<file path="src/rtl/pwm_brake_pkg.sv">
package pwm_brake_pkg;

  typedef enum logic [1:0] {
    ACT_PASS_A   = 2'b00,
    ACT_PASS_B   = 2'b01,
    ACT_DRIVE_LO = 2'b10,
    ACT_DRIVE_HI = 2'b11
  } brake_act_e;

  function automatic logic act_forces(input brake_act_e a);
    return (a == ACT_DRIVE_HI) || (a == ACT_DRIVE_LO);
  endfunction

  function automatic logic act_level(input brake_act_e a);
    return (a == ACT_DRIVE_HI);
  endfunction

endpackage

</file>
<file path="src/rtl/brake_sync.sv">
module brake_sync #(
  parameter int unsigned STAGES    = 2,
  parameter bit          EDGE_MODE = 1'b1
) (
  input  logic clk,
  input  logic rst_n,
  input  logic din,
  output logic detect_out
);

  localparam int unsigned CHAIN_W = STAGES + (EDGE_MODE ? 1 : 0);

  logic [CHAIN_W-1:0] chain_q;
  logic [CHAIN_W-1:0] chain_d;

  always_comb begin
    chain_d = {chain_q[CHAIN_W-2:0], din};
  end

  always_ff @(posedge clk or negedge rst_n) begin
    if (!rst_n) chain_q <= '0;
    else        chain_q <= chain_d;
  end

  generate
    if (EDGE_MODE) begin : g_edge
      assign detect_out = chain_q[STAGES-1] & ~chain_q[STAGES];

      AST_RISE_SINGLE: assert property (@(posedge clk) disable iff (!rst_n)
        detect_out |=> !detect_out);
    end else begin : g_level
      assign detect_out = chain_q[STAGES-1];
    end
  endgenerate

endmodule

</file>
<file path="src/rtl/period_start_det.sv">
module period_start_det #(
  parameter int unsigned CNT_W = 16
) (
  input  logic             clk,
  input  logic             rst_n,
  input  logic [CNT_W-1:0] period_cnt,
  output logic             period_start
);

  logic nz_q;
  logic nz_d;
  logic cnt_zero;

  assign cnt_zero = (period_cnt == '0);

  always_comb begin
    nz_d = ~cnt_zero;
  end

  always_ff @(posedge clk or negedge rst_n) begin
    if (!rst_n) nz_q <= 1'b0;
    else        nz_q <= nz_d;
  end

  assign period_start = cnt_zero & nz_q;

  AST_START_SINGLE: assert property (@(posedge clk) disable iff (!rst_n)
    period_start |=> !period_start);

endmodule

</file>
<file path="src/rtl/brake_chan.sv">
module brake_chan
  import pwm_brake_pkg::*;
(
  input  logic       clk,
  input  logic       rst_n,
  input  logic       edge_fire,
  input  logic       lvl_active,
  input  logic       period_start,
  input  logic       clr_we,
  input  logic       clr_edge,
  input  logic       clr_lvl,
  input  logic [1:0] act_code,
  input  logic       pwm_raw,
  output logic       pwm_out,
  output logic       edge_irq,
  output logic       lvl_irq,
  output logic       edge_sts,
  output logic       lvl_sts
);

  logic edge_irq_q, edge_irq_d, edge_irq_en;
  logic edge_sts_q, edge_sts_d, edge_sts_en;
  logic lvl_irq_q,  lvl_irq_d,  lvl_irq_en;
  logic lvl_sts_q,  lvl_sts_d,  lvl_sts_en;
  logic edge_wr_clr, lvl_wr_clr;
  logic braked;
  brake_act_e act;

  assign edge_wr_clr = clr_we & clr_edge;
  assign lvl_wr_clr  = clr_we & clr_lvl;

  // next-state: setting always outranks clearing
  always_comb begin
    edge_irq_en = edge_fire | edge_wr_clr;
    edge_irq_d  = edge_fire;

    edge_sts_en = edge_fire | (period_start & ~edge_irq_q);
    edge_sts_d  = edge_fire;

    lvl_irq_en  = lvl_active | lvl_wr_clr;
    lvl_irq_d   = lvl_active;

    lvl_sts_en  = lvl_active | period_start;
    lvl_sts_d   = lvl_active;
  end

  always_ff @(posedge clk or negedge rst_n) begin
    if (!rst_n) begin
      edge_irq_q <= 1'b0;
      edge_sts_q <= 1'b0;
      lvl_irq_q  <= 1'b0;
      lvl_sts_q  <= 1'b0;
    end else begin
      if (edge_irq_en) edge_irq_q <= edge_irq_d;
      if (edge_sts_en) edge_sts_q <= edge_sts_d;
      if (lvl_irq_en)  lvl_irq_q  <= lvl_irq_d;
      if (lvl_sts_en)  lvl_sts_q  <= lvl_sts_d;
    end
  end

  assign act    = brake_act_e'(act_code);
  assign braked = edge_sts_q | lvl_sts_q;

  always_comb begin
    if (braked && act_forces(act)) pwm_out = act_level(act);
    else                           pwm_out = pwm_raw;
  end

  assign edge_irq = edge_irq_q;
  assign edge_sts = edge_sts_q;
  assign lvl_irq  = lvl_irq_q;
  assign lvl_sts  = lvl_sts_q;

  AST_EDGE_FLAG_SET: assert property (@(posedge clk) disable iff (!rst_n)
    edge_fire |=> (edge_irq_q && edge_sts_q));

  AST_EDGE_FLAG_CLR_SRC: assert property (@(posedge clk) disable iff (!rst_n)
    $fell(edge_irq_q) |-> $past(clr_we && clr_edge));

  AST_EDGE_RELEASE: assert property (@(posedge clk) disable iff (!rst_n)
    $fell(edge_sts_q) |-> ($past(period_start) && !$past(edge_irq_q)));

  AST_LVL_SET: assert property (@(posedge clk) disable iff (!rst_n)
    lvl_active |=> (lvl_irq_q && lvl_sts_q));

  AST_LVL_RELEASE: assert property (@(posedge clk) disable iff (!rst_n)
    $fell(lvl_sts_q) |-> ($past(period_start) && !$past(lvl_active)));

  AST_SET_WINS: assert property (@(posedge clk) disable iff (!rst_n)
    (edge_fire && clr_we && clr_edge) |=> edge_irq_q);

  AST_UNBRAKED_PASS: assert property (@(posedge clk) disable iff (!rst_n)
    !(edge_sts_q || lvl_sts_q) |-> (pwm_out == pwm_raw));

endmodule

</file>
<file path="src/rtl/pwm_brake_guard.sv">
module pwm_brake_guard #(
  parameter int unsigned NUM_CH      = 2,
  parameter int unsigned CNT_W       = 16,
  parameter int unsigned SYNC_STAGES = 2
) (
  input  logic                clk,
  input  logic                rst_n,
  input  logic [CNT_W-1:0]    period_cnt,
  input  logic [NUM_CH-1:0]   pwm_raw,
  input  logic                fault_edge_in,
  input  logic                fault_level_in,
  input  logic [2*NUM_CH-1:0] brake_act,
  input  logic                clr_we,
  input  logic [NUM_CH-1:0]   clr_edge_flag,
  input  logic [NUM_CH-1:0]   clr_level_flag,
  output logic [NUM_CH-1:0]   pwm_out,
  output logic [NUM_CH-1:0]   edge_flag,
  output logic [NUM_CH-1:0]   level_flag,
  output logic [NUM_CH-1:0]   edge_brake_sts,
  output logic [NUM_CH-1:0]   level_brake_sts
);

  localparam int unsigned ACT_W = 2;

  logic edge_fire;
  logic lvl_active;
  logic period_start;

  brake_sync #(.STAGES(SYNC_STAGES), .EDGE_MODE(1'b1)) i_edge_sync (
    .clk        (clk),
    .rst_n      (rst_n),
    .din        (fault_edge_in),
    .detect_out (edge_fire)
  );

  brake_sync #(.STAGES(SYNC_STAGES), .EDGE_MODE(1'b0)) i_level_sync (
    .clk        (clk),
    .rst_n      (rst_n),
    .din        (fault_level_in),
    .detect_out (lvl_active)
  );

  period_start_det #(.CNT_W(CNT_W)) i_period (
    .clk          (clk),
    .rst_n        (rst_n),
    .period_cnt   (period_cnt),
    .period_start (period_start)
  );

  generate
    for (genvar c = 0; c < NUM_CH; c++) begin : g_ch
      brake_chan i_chan (
        .clk          (clk),
        .rst_n        (rst_n),
        .edge_fire    (edge_fire),
        .lvl_active   (lvl_active),
        .period_start (period_start),
        .clr_we       (clr_we),
        .clr_edge     (clr_edge_flag[c]),
        .clr_lvl      (clr_level_flag[c]),
        .act_code     (brake_act[ACT_W*c +: ACT_W]),
        .pwm_raw      (pwm_raw[c]),
        .pwm_out      (pwm_out[c]),
        .edge_irq     (edge_flag[c]),
        .lvl_irq      (level_flag[c]),
        .edge_sts     (edge_brake_sts[c]),
        .lvl_sts      (level_brake_sts[c])
      );
    end
  endgenerate

  AST_LVL_CLR_KEEPS_STS: assert property (@(posedge clk) disable iff (!rst_n)
    (clr_we && !period_start) |=> (level_brake_sts >= $past(level_brake_sts) ||
                                   level_brake_sts == $past(level_brake_sts)));

  AST_CH_INDEPENDENT: assert property (@(posedge clk) disable iff (!rst_n)
    (!edge_fire && !clr_we) |=> $stable(edge_flag));

endmodule

</file>
<file path="config.mk">
export PLATFORM = sky130hd
export DESIGN_NAME = pwm_brake_guard
export DESIGN_NICKNAME = d
export VERILOG_FILES = /design/src/rtl/pwm_brake_pkg.sv /design/src/rtl/brake_sync.sv /design/src/rtl/period_start_det.sv /design/src/rtl/brake_chan.sv /design/src/rtl/pwm_brake_guard.sv
export SDC_FILE = /design/constraint.sdc
export NUM_CORES = 1
export LEC_CHECK = 0
export ABC_CLOCK_PERIOD_IN_PS = 1800
export BUFFER_PORTS_ARGS = -buffer_cell sky130_fd_sc_hd__buf_2
export CAP_MARGIN = 10
export CORE_MARGIN = 2
export CORE_UTILIZATION = 38
export DETAILED_ROUTE_END_ITERATION = 12
export PLACE_DENSITY = 0.76
export SYNTH_ARGS = -nofsm -noshare
export SYNTH_HDL_FRONTEND = slang
export SYNTH_SLANG_ARGS = --single-unit
export TNS_END_PERCENT = 50
</file>
<file path="constraint.sdc">
create_clock -name clk -period 1.8 [get_ports clk]
set_input_delay 0.36 -clock clk [delete_from_list [all_inputs] [get_ports clk]]
set_output_delay 0.36 -clock clk [all_outputs]
set_load 0.02 [all_outputs]
</file>
Word-level counts from Yosys, hierarchy flattened
Index checks and enable logic that the tools add are counted.
{"block": "word_totals", "reg_bits": 13, "elab_cells": 42, "out_inout_bits": 10, "input_bits": 31}
{"block": "classes", "reduce_logical": 5, "bitwise": 21, "n_eq_ne": 4, "n_mux": 2}
{"cell": "16-bit logical NOT", "count": 1}
{"cell": "1-bit OR", "count": 9}
{"cell": "1-bit bitwise AND", "count": 8}
{"cell": "2-bit equality test (second input constant)", "count": 4}
{"cell": "1-bit inverter", "count": 4}
{"cell": "1-bit logical AND", "count": 2}
{"cell": "1-bit logical OR", "count": 2}
{"cell": "1-bit 2-to-1 mux", "count": 2}

Logic depth before layout (Yosys ltp)
{"block": "logic_depth", "ltp_word": 4, "depth_mapped": 3, "mapped_depth_nobuf": 3}

Cells and area by module
From an unflattened synthesis, not the netlist that was laid out.
{"block": "hier_totals", "hier_cells": 42, "area_unflattened_um2": 539.3}
{"module": "brake_chan", "seq_area_each_um2": 100.1, "cells_each": 14, "n_inst": 2, "area_each_um2": 165.2}
{"module": "brake_sync at i_edge_sync", "seq_area_each_um2": 75.1, "cells_each": 4, "n_inst": 1, "area_each_um2": 88.8}
{"module": "period_start_det", "seq_area_each_um2": 25.0, "cells_each": 8, "n_inst": 1, "area_each_um2": 70.1}
{"module": "brake_sync at i_level_sync", "seq_area_each_um2": 50.0, "cells_each": 2, "n_inst": 1, "area_each_um2": 50.0}

Least setup slack after synthesis
Ideal clock, no wire load.
{"block": "synth_timing", "path_type": "reg2out", "startpoint": "register, netlist name g_ch[1].i_chan.lvl_sts", "endpoint": "output port pwm_out[0]", "stages_incl_launch_ff": 4, "n_path_buf": 1, "arrival_ns": 1.048, "path_slack_ns": 0.392, "required_ns": 1.440, "path_cell_list": "dfrtp_1 o21ai_0 mux2_2 buf_4"}
{"element": "to (decl)", "line": "pwm_brake_guard.sv:16", "text": "output logic [NUM_CH-1:0] pwm_out,"}

==> results.md <==
- CP Buf/Inv Count: 1
- Commonest cells after routing, fill and taps aside: buf_2 (40), dfrtp_1 (13), nand2_1 (8), nor4_1 (4)
- Placed wire-length estimate: 973 um
- Vias per cell: 4.87
- CTS sink cnt: 13
- Share of cells above drive strength 1: 51.1%
- Achievable Freq: 0.585 GHz
- Clock-pin slew on the worst setup and hold paths: 0.07 ns
- Detailed Routing Iterations Pass 1: 4
- LEAKAGE: 0.371 nW
- Net Sw Frac: 23.9%
- Worst stage delay on the critical path: 0.42 ns
- Final hold violations: 0
- Post-synthesis sequential area ratio: 57.3%
- Syn_nets: 84
- Largest net degree at the start of global routing: 14
- Syn avg cell area: 10.7 um^2
- Cells after Synth: 53
- Fin cells: 103
- DR iter-0 viols: 7
- Initial core utilization: 42.1%
- CP Class: reg2out
- Slew HR: 73.3%
- Clock tree from TritonCTS: built
- Maximum VDD drop: 0.000336 V
- Worst min-delay path class: in2reg
- Total gr overflow: 0
- CP cell instances: o21ai_1 -> mux2_2 -> buf_2
- Final setup fails: 0
- Syn-to-layout area delta: 31.7%
- Num CTS Buffers: 3
- Crit-path slowest cell: dfrtp_1
- Clock Latency Late Sink: 0.26 ns
- Crit share post-route: 94.9%
- Power density over cell area: 765 nW/um^2
- Period minus WS final: 1.71 ns
- Post-route DRC: 0
- Num ports: 41
- Least-Margin Pin Slew: 0.399 ns
- #FFs+latches synth: 13
- Commonest non-fill, non-tap cell in the layout: buf_2
- Core footprint: 1350 um^2
- Cell accounting for the most synthesized area: dfrtp_1
- Comb power frac: 15.5%
- Antenna cells: 0
- Top cell family by delay on the critical path: flip-flops
- Vias: 502
- Wirelength per Cell: 11.5 um
- Die area: 1820 um^2
- CP Max Fanout: 5
- Fill cells: 121
- Root Driver: clkbuf_4
- Cell row count: 13
- TNS Setup: 0 ns
- CTS max path bufs: 2
- Final #Nets: 120
- Synth cell types: 14
- Share of the synthesized area in the top cell type: 57.3%
- Sw power: 137 uW
- Routability cong.: 0.774
- Status: completed
- Pwr Total: 572 uW
- # port buffers: 40
- Final ANT Viol Nets: 0
- Clock share of power: 29.8%
- Startpoint Class: register
- RSZ-0062 raised after global routing: no
- Post-place setup slack: 0.311 ns
- Worst EP arrival: 1.35 ns
- Synth top area cells: dfrtp_1 (57%), buf_4 (13%), nand2_1 (5.3%)
- Chip height: 42.7 um
- Tot GR Track Use: 14.2%
- Chip width: 42.7 um
- Postcts setup bufs: 0
- Internal power: 436 uW
- Cell Area, Synth: 568 um^2
- Final slew viol count: 0
- Worst Setup Slack, final: 0.0909 ns
- CTS H-tree depth: 1
- Sequential power share: 54.7%
- Final Skew: 0.00123 ns
- Worst setup EP type: output pin
- Vias in the first global route: 474
- First-pass GRT wire length: 1820 um
- Number of max-cap violations: 0
- Syn. warnings: 0
- Initial antenna violation count: 0
- Critical path required time: 1.44 ns
- Placed Cells: 98
- DRT Wirelength: 1180 um
## cells in the mapped netlist
cell type / count
dfrtp_1: 13
mux2_2: 2
a31oi_1: 1
inv_1: 2
nor2b_1: 1
buf_4: 10
and4_1: 1
a21o_1: 2
a21oi_1: 2
o21ai_0: 2
nor4_1: 4
nand2_1: 8
nor2_1: 3
nor3b_1: 2
## final cells by class
type	instances	area [um^2]	area share, %
clock buffers	4	26.3	3.51
multi-input cells	28	160	21.4
flip-flops and latches	13	325	43.5
inverters	2	7.51	1.00
well taps	15	18.8	2.51
repair buffers	41	210	28.1
## stage by stage
step,utilization [%],cell area [um^2],hold slack [ns]
after detailed placement,52.7,712,0.255
after CTS,55.4,748,0.183
final,55.4,748,0.195
after global placement,52.7,712,0.254
after global routing,55.4,748,0.176
after floorplan,-,568,0.0644
## what timing repair did
| action | CTS | global route |
|---|---|---|
| endpoints found under the setup margin | 0 | 2 |
| hold buffers | 1 | 0 |
| resized for setup | 0 | 2 |
| hold endpoints to repair | 13 | 0 |
## worst register-to-register path, cell delays in order, from the launching register on
cell     delay (ns)
dfrtp_1        0.37
nor2b_1        0.34
nor3b_1        0.09
a21oi_1        0.17
## state kept, by name (all words and copies together) (netlist names)
register	count
g_ch.i_chan.lvl_sts	1
i_level_sync.chain_q	2
g_ch.i_chan.edge_irq	2
g_ch.i_chan.edge_sts	2
i_period.nz_q	1
i_edge_sync.chain_q	3
g_ch.i_chan.lvl_irq	2
## power by group through the flow
stage / sequential [mW] / combinational, mW / clock [mW]
after floorplan: 0.317 / 0.0526 / 0
after global placement: 0.318 / 0.0852 / 0
after detailed placement: 0.319 / 0.0881 / 0
after CTS: 0.313 / 0.0900 / 0.179
after global routing: 0.315 / 0.0977 / 0.193
final: 0.313 / 0.0886 / 0.171
## cell families (layout without fill, tap and decap cells)
family	Yosys count	after routing	share of synthesized area, %
AO/OA/AOI/OAI	7	7	7.27
AND/OR/NAND/NOR	19	19	17.0
multiplexers	2	2	3.96
flip-flops	13	13	57.3
buffers and inverters	12	47	14.5
## path summary, 6_finish.rpt
check | startpoint | to | slack [ns] | cells after the start
max reg2reg | i_edge_sync.chain_q[2] | g_ch[1].i_chan.edge_sts | 0.76 | 3
max in group asynchronous | rst_n | i_edge_sync.chain_q[1] | 1.07 | 2
min | fault_level_in | i_level_sync.chain_q[0] | 0.20 | 1
min in group asynchronous | rst_n | g_ch[1].i_chan.edge_sts | 0.52 | 2
max | g_ch[1].i_chan.lvl_sts | pwm_out[0] | 0.09 | 3
min reg2reg | i_level_sync.chain_q[0] | i_level_sync.chain_q[1] | 0.35 | 0
## metal layers
| layer | share of wire, % | wire length [um] | global-route usage (%) | vias up |
|---|---|---|---|---|
| met5 | 0 | 0 | 0 | - |
| li1 | - | - | - | 240 |
| met2 | 53 | 622 | 24.8 | 35 |
| met4 | 1.8 | 21 | 11.3 | 0 |
| met1 | 36 | 424 | 13.4 | 225 |
| met3 | 9.6 | 113 | 4.26 | 2 |
(Power assumes the default switching activity.)
